File: src/rtl/sbu_pkg.sv
package sbu_pkg;

    localparam int INSTR_W    = 32;
    localparam int OPC_W      = 6;
    localparam int RIDX_W     = 5;
    localparam int IMM_J_W    = 26;
    localparam int IMM_B_W    = 21;
    localparam int WORD_SHIFT = 2;

    localparam logic [OPC_W-1:0] OPC_HALT = 6'h01;
    localparam logic [OPC_W-1:0] OPC_SYS  = 6'h02;
    localparam logic [OPC_W-1:0] OPC_JMP  = 6'h03;
    localparam logic [OPC_W-1:0] OPC_JAL  = 6'h04;
    localparam logic [OPC_W-1:0] OPC_JR   = 6'h05;
    localparam logic [OPC_W-1:0] OPC_JRL  = 6'h06;
    localparam logic [OPC_W-1:0] OPC_BEZ  = 6'h07;
    localparam logic [OPC_W-1:0] OPC_BNZ  = 6'h08;
    localparam logic [OPC_W-1:0] OPC_BLZ  = 6'h09;
    localparam logic [OPC_W-1:0] OPC_BGZ  = 6'h0a;

    typedef enum logic [2:0] {
        K_SEQ,
        K_REL,
        K_COND,
        K_IND,
        K_HALT,
        K_SYS
    } xfer_kind_e;

    typedef enum logic [1:0] {
        C_EQZ,
        C_NEZ,
        C_LTZ,
        C_GTZ
    } zcond_e;

    typedef struct packed {
        xfer_kind_e           kind;
        zcond_e               cond;
        logic                 link;
        logic [IMM_J_W-1:0]   imm_j;
        logic [IMM_B_W-1:0]   imm_b;
    } xfer_dec_t;

    function automatic logic [OPC_W-1:0] opc_of(input logic [INSTR_W-1:0] w);
        return w[OPC_W-1:0];
    endfunction

endpackage

File: src/rtl/sbu_decode.sv
module sbu_decode
    import sbu_pkg::*;
(
    input  logic [INSTR_W-1:0] instr,
    output xfer_dec_t          dec
);

    logic [OPC_W-1:0] opc;

    assign opc = opc_of(instr);

    always_comb begin
        dec.kind  = K_SEQ;
        dec.cond  = C_EQZ;
        dec.link  = 1'b0;
        dec.imm_j = instr[INSTR_W-1 -: IMM_J_W];
        dec.imm_b = instr[INSTR_W-1 -: IMM_B_W];
        case (opc)
            OPC_HALT: dec.kind = K_HALT;
            OPC_SYS:  dec.kind = K_SYS;
            OPC_JMP:  dec.kind = K_REL;
            OPC_JAL: begin
                dec.kind = K_REL;
                dec.link = 1'b1;
            end
            OPC_JR:   dec.kind = K_IND;
            OPC_JRL: begin
                dec.kind = K_IND;
                dec.link = 1'b1;
            end
            OPC_BEZ: begin
                dec.kind = K_COND;
                dec.cond = C_EQZ;
            end
            OPC_BNZ: begin
                dec.kind = K_COND;
                dec.cond = C_NEZ;
            end
            OPC_BLZ: begin
                dec.kind = K_COND;
                dec.cond = C_LTZ;
            end
            OPC_BGZ: begin
                dec.kind = K_COND;
                dec.cond = C_GTZ;
            end
            default:  dec.kind = K_SEQ;
        endcase
    end

endmodule

File: src/rtl/sbu_cond.sv
module sbu_cond
    import sbu_pkg::*;
#(
    parameter int XLEN = 64
) (
    input  logic [XLEN-1:0] rs_val,
    input  zcond_e          cond,
    output logic            taken
);

    logic is_zero;
    logic is_neg;

    assign is_zero = (rs_val == '0);
    assign is_neg  = rs_val[XLEN-1];

    always_comb begin
        case (cond)
            C_EQZ:   taken = is_zero;
            C_NEZ:   taken = !is_zero;
            C_LTZ:   taken = is_neg;
            C_GTZ:   taken = !is_neg && !is_zero;
            default: taken = 1'b0;
        endcase
    end

endmodule

File: src/rtl/sbu_next.sv
module sbu_next
    import sbu_pkg::*;
#(
    parameter int XLEN = 64
) (
    input  logic [XLEN-1:0]    pc,
    input  logic [XLEN-1:0]    rs_val,
    input  xfer_kind_e         kind,
    input  logic               taken,
    input  logic [IMM_J_W-1:0] imm_j,
    input  logic [IMM_B_W-1:0] imm_b,
    output logic [XLEN-1:0]    pc_inc,
    output logic [XLEN-1:0]    next_pc
);

    localparam logic [XLEN-1:0] STEP_BYTES = XLEN'(1 << WORD_SHIFT);
    localparam logic [XLEN-1:0] ALIGN_MASK = ~XLEN'((1 << WORD_SHIFT) - 1);

    logic [XLEN-1:0] off_j;
    logic [XLEN-1:0] off_b;
    logic [XLEN-1:0] ind_tgt;

    assign pc_inc  = pc + STEP_BYTES;
    assign off_j   = XLEN'($signed(imm_j)) << WORD_SHIFT;
    assign off_b   = XLEN'($signed(imm_b)) << WORD_SHIFT;
    assign ind_tgt = rs_val & ALIGN_MASK;

    always_comb begin
        case (kind)
            K_REL:   next_pc = pc_inc + off_j;
            K_COND:  next_pc = taken ? (pc_inc + off_b) : pc_inc;
            K_IND:   next_pc = ind_tgt;
            default: next_pc = pc_inc;
        endcase
    end

endmodule

File: src/rtl/seq_branch_unit.sv
module seq_branch_unit
    import sbu_pkg::*;
#(
    parameter int XLEN   = 64,
    parameter int RA_IDX = 1
) (
    input  logic                 clk,
    input  logic                 rst,
    input  logic                 step,
    input  logic [INSTR_W-1:0]   instr,
    input  logic [XLEN-1:0]      rs_val,
    output logic [XLEN-1:0]      fetch_addr,
    output logic                 link_we,
    output logic [RIDX_W-1:0]    link_idx,
    output logic [XLEN-1:0]      link_val,
    output logic                 sys_req,
    output logic [IMM_J_W-1:0]   sys_num,
    output logic                 halted
);

    localparam logic [XLEN-1:0] STEP_BYTES = XLEN'(1 << WORD_SHIFT);

    xfer_dec_t       dec;
    logic            taken;
    logic            live;
    logic [XLEN-1:0] pc_q;
    logic [XLEN-1:0] pc_inc;
    logic [XLEN-1:0] next_pc;
    logic            halted_q;

    sbu_decode u_decode (
        .instr (instr),
        .dec   (dec)
    );

    sbu_cond #(.XLEN(XLEN)) u_cond (
        .rs_val (rs_val),
        .cond   (dec.cond),
        .taken  (taken)
    );

    sbu_next #(.XLEN(XLEN)) u_next (
        .pc      (pc_q),
        .rs_val  (rs_val),
        .kind    (dec.kind),
        .taken   (taken),
        .imm_j   (dec.imm_j),
        .imm_b   (dec.imm_b),
        .pc_inc  (pc_inc),
        .next_pc (next_pc)
    );

    assign live = step && !halted_q;

    always_ff @(posedge clk) begin
        if (rst) begin
            pc_q     <= '0;
            halted_q <= 1'b0;
        end else if (live) begin
            pc_q <= next_pc;
            if (dec.kind == K_HALT) begin
                halted_q <= 1'b1;
            end
        end
    end

    assign fetch_addr = pc_q;
    assign halted     = halted_q;
    assign link_we    = live && dec.link;
    assign link_idx   = RIDX_W'(RA_IDX);
    assign link_val   = pc_inc;
    assign sys_req    = live && (dec.kind == K_SYS);
    assign sys_num    = dec.imm_j;

    assert_reset_clear_R1: assert property (@(posedge clk) disable iff (rst)
        $past(rst) |-> (fetch_addr == '0 && !halted));

    assert_seq_advance_R2: assert property (@(posedge clk) disable iff (rst)
        (step && !halted && dec.kind == K_SEQ) |=> (fetch_addr == $past(fetch_addr) + STEP_BYTES));

    assert_idle_hold_R2: assert property (@(posedge clk) disable iff (rst)
        !step |=> $stable(fetch_addr));

    assert_halt_freeze_R8: assert property (@(posedge clk) disable iff (rst)
        halted |=> (halted && $stable(fetch_addr)));

    assert_word_aligned_R10: assert property (@(posedge clk) disable iff (rst)
        fetch_addr[WORD_SHIFT-1:0] == '0);

    assert_req_gated_R11: assert property (@(posedge clk) disable iff (rst)
        (link_we || sys_req) |-> (step && !halted));

    assert_sys_no_link_R9: assert property (@(posedge clk) disable iff (rst)
        sys_req |-> !link_we);

endmodule

File: config.mk
export PLATFORM = sky130hd
export DESIGN_NAME = seq_branch_unit
export DESIGN_NICKNAME = d
export VERILOG_FILES = /design/src/rtl/sbu_pkg.sv /design/src/rtl/sbu_decode.sv /design/src/rtl/sbu_cond.sv /design/src/rtl/sbu_next.sv /design/src/rtl/seq_branch_unit.sv
export SDC_FILE = /design/constraint.sdc
export NUM_CORES = 1
export LEC_CHECK = 0
export CAP_MARGIN = 30
export CORE_MARGIN = 2
export CORE_UTILIZATION = 55
export DETAILED_ROUTE_END_ITERATION = 16
export PLACE_DENSITY = 0.89
export SKIP_LAST_GASP = 1
export SLEW_MARGIN = 40
export SYNTH_ARGS = -nofsm -noshare
export SYNTH_HDL_FRONTEND = slang
export SYNTH_SLANG_ARGS = --single-unit
File: constraint.sdc
create_clock -name clk -period 8.9 [get_ports clk]
set_input_delay 0.89 -clock clk [delete_from_list [all_inputs] [get_ports clk]]
set_output_delay 0.89 -clock clk [all_outputs]
set_load 0.01 [all_outputs]
==> out/qor.yml <==
routing:
  drtPass1Iterations: 6
  vias_per_cell: 7.26
  drt.antenna.violating_nets: 0
  vias: 15800
  drc: 0
  wl_per_cell_um: 26.4
  drtIter0Drc: 2228
  wl_um: 57600
cts:
  post-cts-setup-buffers: 0
  path_clk_slew_ns: 0.08
  cts_sinks: 63
  clockBufferDepth: 2
  holdBufCountCts: 0
  ctsResizeCount: 0
  clock_latency_ns: 0.37
  cts_root_buf: "clkbuf_16"
  cts_inserted_buffers: 9
  cts_tree: "yes"
  htreeDepth: 3
critical_path:
  cp_max_fo: 11
  cp-end-kind: "register"
  cp_slowest_cell: "nor4_2"
  cpPeakStageDelay_ns: 0.57
  worstPathCellList: "nand4_1 > nor4_2 > nand4_1 > nor3_1 > nand2_1 > nor2_1 > xor2_1 > ha_1 > a21oi_1 > o21a_1 > nand3_1 > o21ai_0 > o21a_1 > o21ai_0 > or3_1 > a31o_2 > nor3_1 > o22ai_1"
  cp_data_required_time_ns: 9.14
  worst_ep_arrival_time_ns: 6.36
  setup.worst_path.start_class: "register"
  path_class: "register to register"
place:
  postPlaceCellArea_mm2: 0.0142
  hpwlAfterDp_um: 43200
  dp.cells: 2160
  place.gp.congestion: 1.09
  port_buffers: 251
logic_synthesis:
  synthArstFlopShare: 0
  synthesis.area_mm2: 0.0118
  ys_ff_latch: 63
  synth.yosys.warnings: 0
  synth_ff_type: "dfxtp_1"
  synth_edf_count: 0
  ys_seq_area_frac: 0.107
  yosys.area.top_type: "dfxtp_1"
  yosysTopAreaCellShare: 0.107
  synthCells: 1742
  yosys.cell_types.count: 82
  synthTopCellsByArea: "dfxtp_1 11%, ha_1 10%, a21oi_1 7.5%, xnor2_1 6.2%, o21ai_0 5.8%"
  synth_area_per_cell_um2: 6.78
timing:
  fin_setup_tns_ns: 0
  setup_viol: 0
  hold_slack_ns: 0.547
  timing.final.crit_share: 0.688
  drv_slew: 0
  slew_headroom: 0.382
  worstMarginPinSlew_ns: 0.917
  fin_crit_ns: 6.12
  skew_ns: 0.0152
  rsz0062_at_grt: "false"
  hold_viol_final: 0
  fmax_mhz: 163
power:
  power-per-cell-area_mw_per_mm2: 110
  p_leak_uw: 0.00558
  ir_drop_mv: 0.0819
floorplanning:
  start_util: 0.562
  num_io_pins: 261
  die_w_um: 151
  dieArea_mm2: 0.0227
  die_h_um: 151
  fp-row-count: 53
  core_area_mm2: 0.0210
layout:
  area_delta_synth_final_pct: 23.0
  finalInstanceArea_mm2: 0.0145
  fin_cells: 2177
  layout.nets: 2095
  regArea_mm2: 0.00126
  multi_input_area_mm2: 0.00979
  fill_cells: 1791
  drive_above_1_share: 0.0426
flow_run:
  drv_cap: 0
grt:
  antenna_found_initial: 1
  grt_pass1_wl_um: 84600
  grt_max_degree: 63
  grt_pass1_vias: 14161
  grt_overflow: 0
  grt_usage: 0.491
hold_path:
  hp-class: "register to register"
run_status:
  status: "finished, final reports clean"
sequential cells by signal, summed over array words and instances (netlist names):
register	count
halted	1
fetch_addr	62
path summary, 6_finish.rpt:
check                      start             end  slack [ns]  cells past startpoint
setup / recovery  fetch_addr[17]  fetch_addr[62]        2.78                     18
hold / removal    fetch_addr[16]  fetch_addr[16]        0.55                      2
hold reg to reg   fetch_addr[16]  fetch_addr[16]        0.55                      2
setup reg to reg  fetch_addr[17]  fetch_addr[62]        2.78                     18
critical path, delay by kind of cell (launching register included):
kind	cells	cell delay, ns
XOR/XNOR	1	0.49
flip-flops	1	0.47
AO/OA/AOI/OAI	7	1.70
AND/OR/NAND/NOR	9	2.85
adder cells (fa/ha/maj)	1	0.47
placed cells by master (no fill, tap or decap), drive strengths merged, types with 57 or more instances in the layout:
master	netlist	layout
a21oi	178	178
clkdlybuf4s50	0	249
dfxtp	63	63
ha	98	98
nand2	165	165
nand4	57	57
nor2	165	165
nor3	71	71
o21ai	139	139
xnor2	84	84
cell type report:
cell class                      count  area share
Inverter                           43      0.0111
Multi-Input combinational cell   1509       0.674
Tap cell                          275      0.0237
Clock buffer                       11      0.0174
Antenna cell                        1    0.000172
Sequential cell                    63      0.0868
Clock inverter                      5     0.00439
Timing Repair Buffer              270       0.182
kinds of logic (layout without fill, tap and decap cells):
logic type      count (synthesis)  after routing  synth area share
mux                            11             11           0.00975
other cells                     2             10          0.000636
compound gates                622            622             0.342
fa+ha+maj                     100            100             0.107
buf+inv                       177            329            0.0712
simple gates                  627            627             0.257
flops                          63             63             0.107
xor+xnor                      140            140             0.105
layer usage:
metal / wire (um) / vias up / track usage
met5: 0 / - / 0
met1: 21400 / 7126 / 0.652
met4: 3820 / 0 / 0.252
met2: 22500 / 1509 / 0.698
li1: - / 6866 / -
met3: 9820 / 299 / 0.171
metrics by stage:
stage | setup slack [ns] | power [uW] | util
6_report | 2.78 | 1590 | 0.691
4_1_cts | 3.13 | 1540 | 0.690
2_1_floorplan | 4.12 | 827 | -
5_1_grt | 2.71 | 1640 | 0.691
3_5_place_dp | 3.17 | 1140 | 0.675
3_3_place_gp | 3.22 | 1120 | 0.674
cells in the mapped netlist, types with 5 or more instances:
| library cell | count |
|---|---|
| and4_1 | 5 |
| xor2_1 | 55 |
| a21boi_0 | 12 |
| or3_1 | 9 |
| nand2_1 | 165 |
| a31oi_1 | 24 |
| a221oi_1 | 51 |
| and3_1 | 19 |
| xnor2_1 | 84 |
| nor4_1 | 31 |
| o221ai_1 | 10 |
| ha_1 | 98 |
| buf_4 | 35 |
| a221o_1 | 20 |
| o22ai_1 | 14 |
| a311oi_1 | 5 |
| nand4_1 | 55 |
| a41oi_1 | 5 |
| nor2_1 | 164 |
| o31ai_1 | 9 |
| a211oi_1 | 25 |
| nand2b_1 | 11 |
| o21ai_0 | 136 |
| inv_1 | 43 |
| nor3_1 | 71 |
| a21oi_1 | 178 |
| and2_1 | 13 |
| or2_2 | 6 |
| a22oi_1 | 5 |
| clkbuf_1 | 85 |
| dfxtp_1 | 63 |
| nand3_1 | 52 |
| o21bai_1 | 19 |
| a21o_1 | 33 |
| o211ai_1 | 12 |
| mux2i_1 | 7 |
| o21a_1 | 20 |
power breakdown:
part           switching [uW]  total [uW]  internal, uW
combinational             513         844           331
sequential               35.1         336           301
clock                     177         412           236
Note: power is estimated with default switching activity, not from simulation.
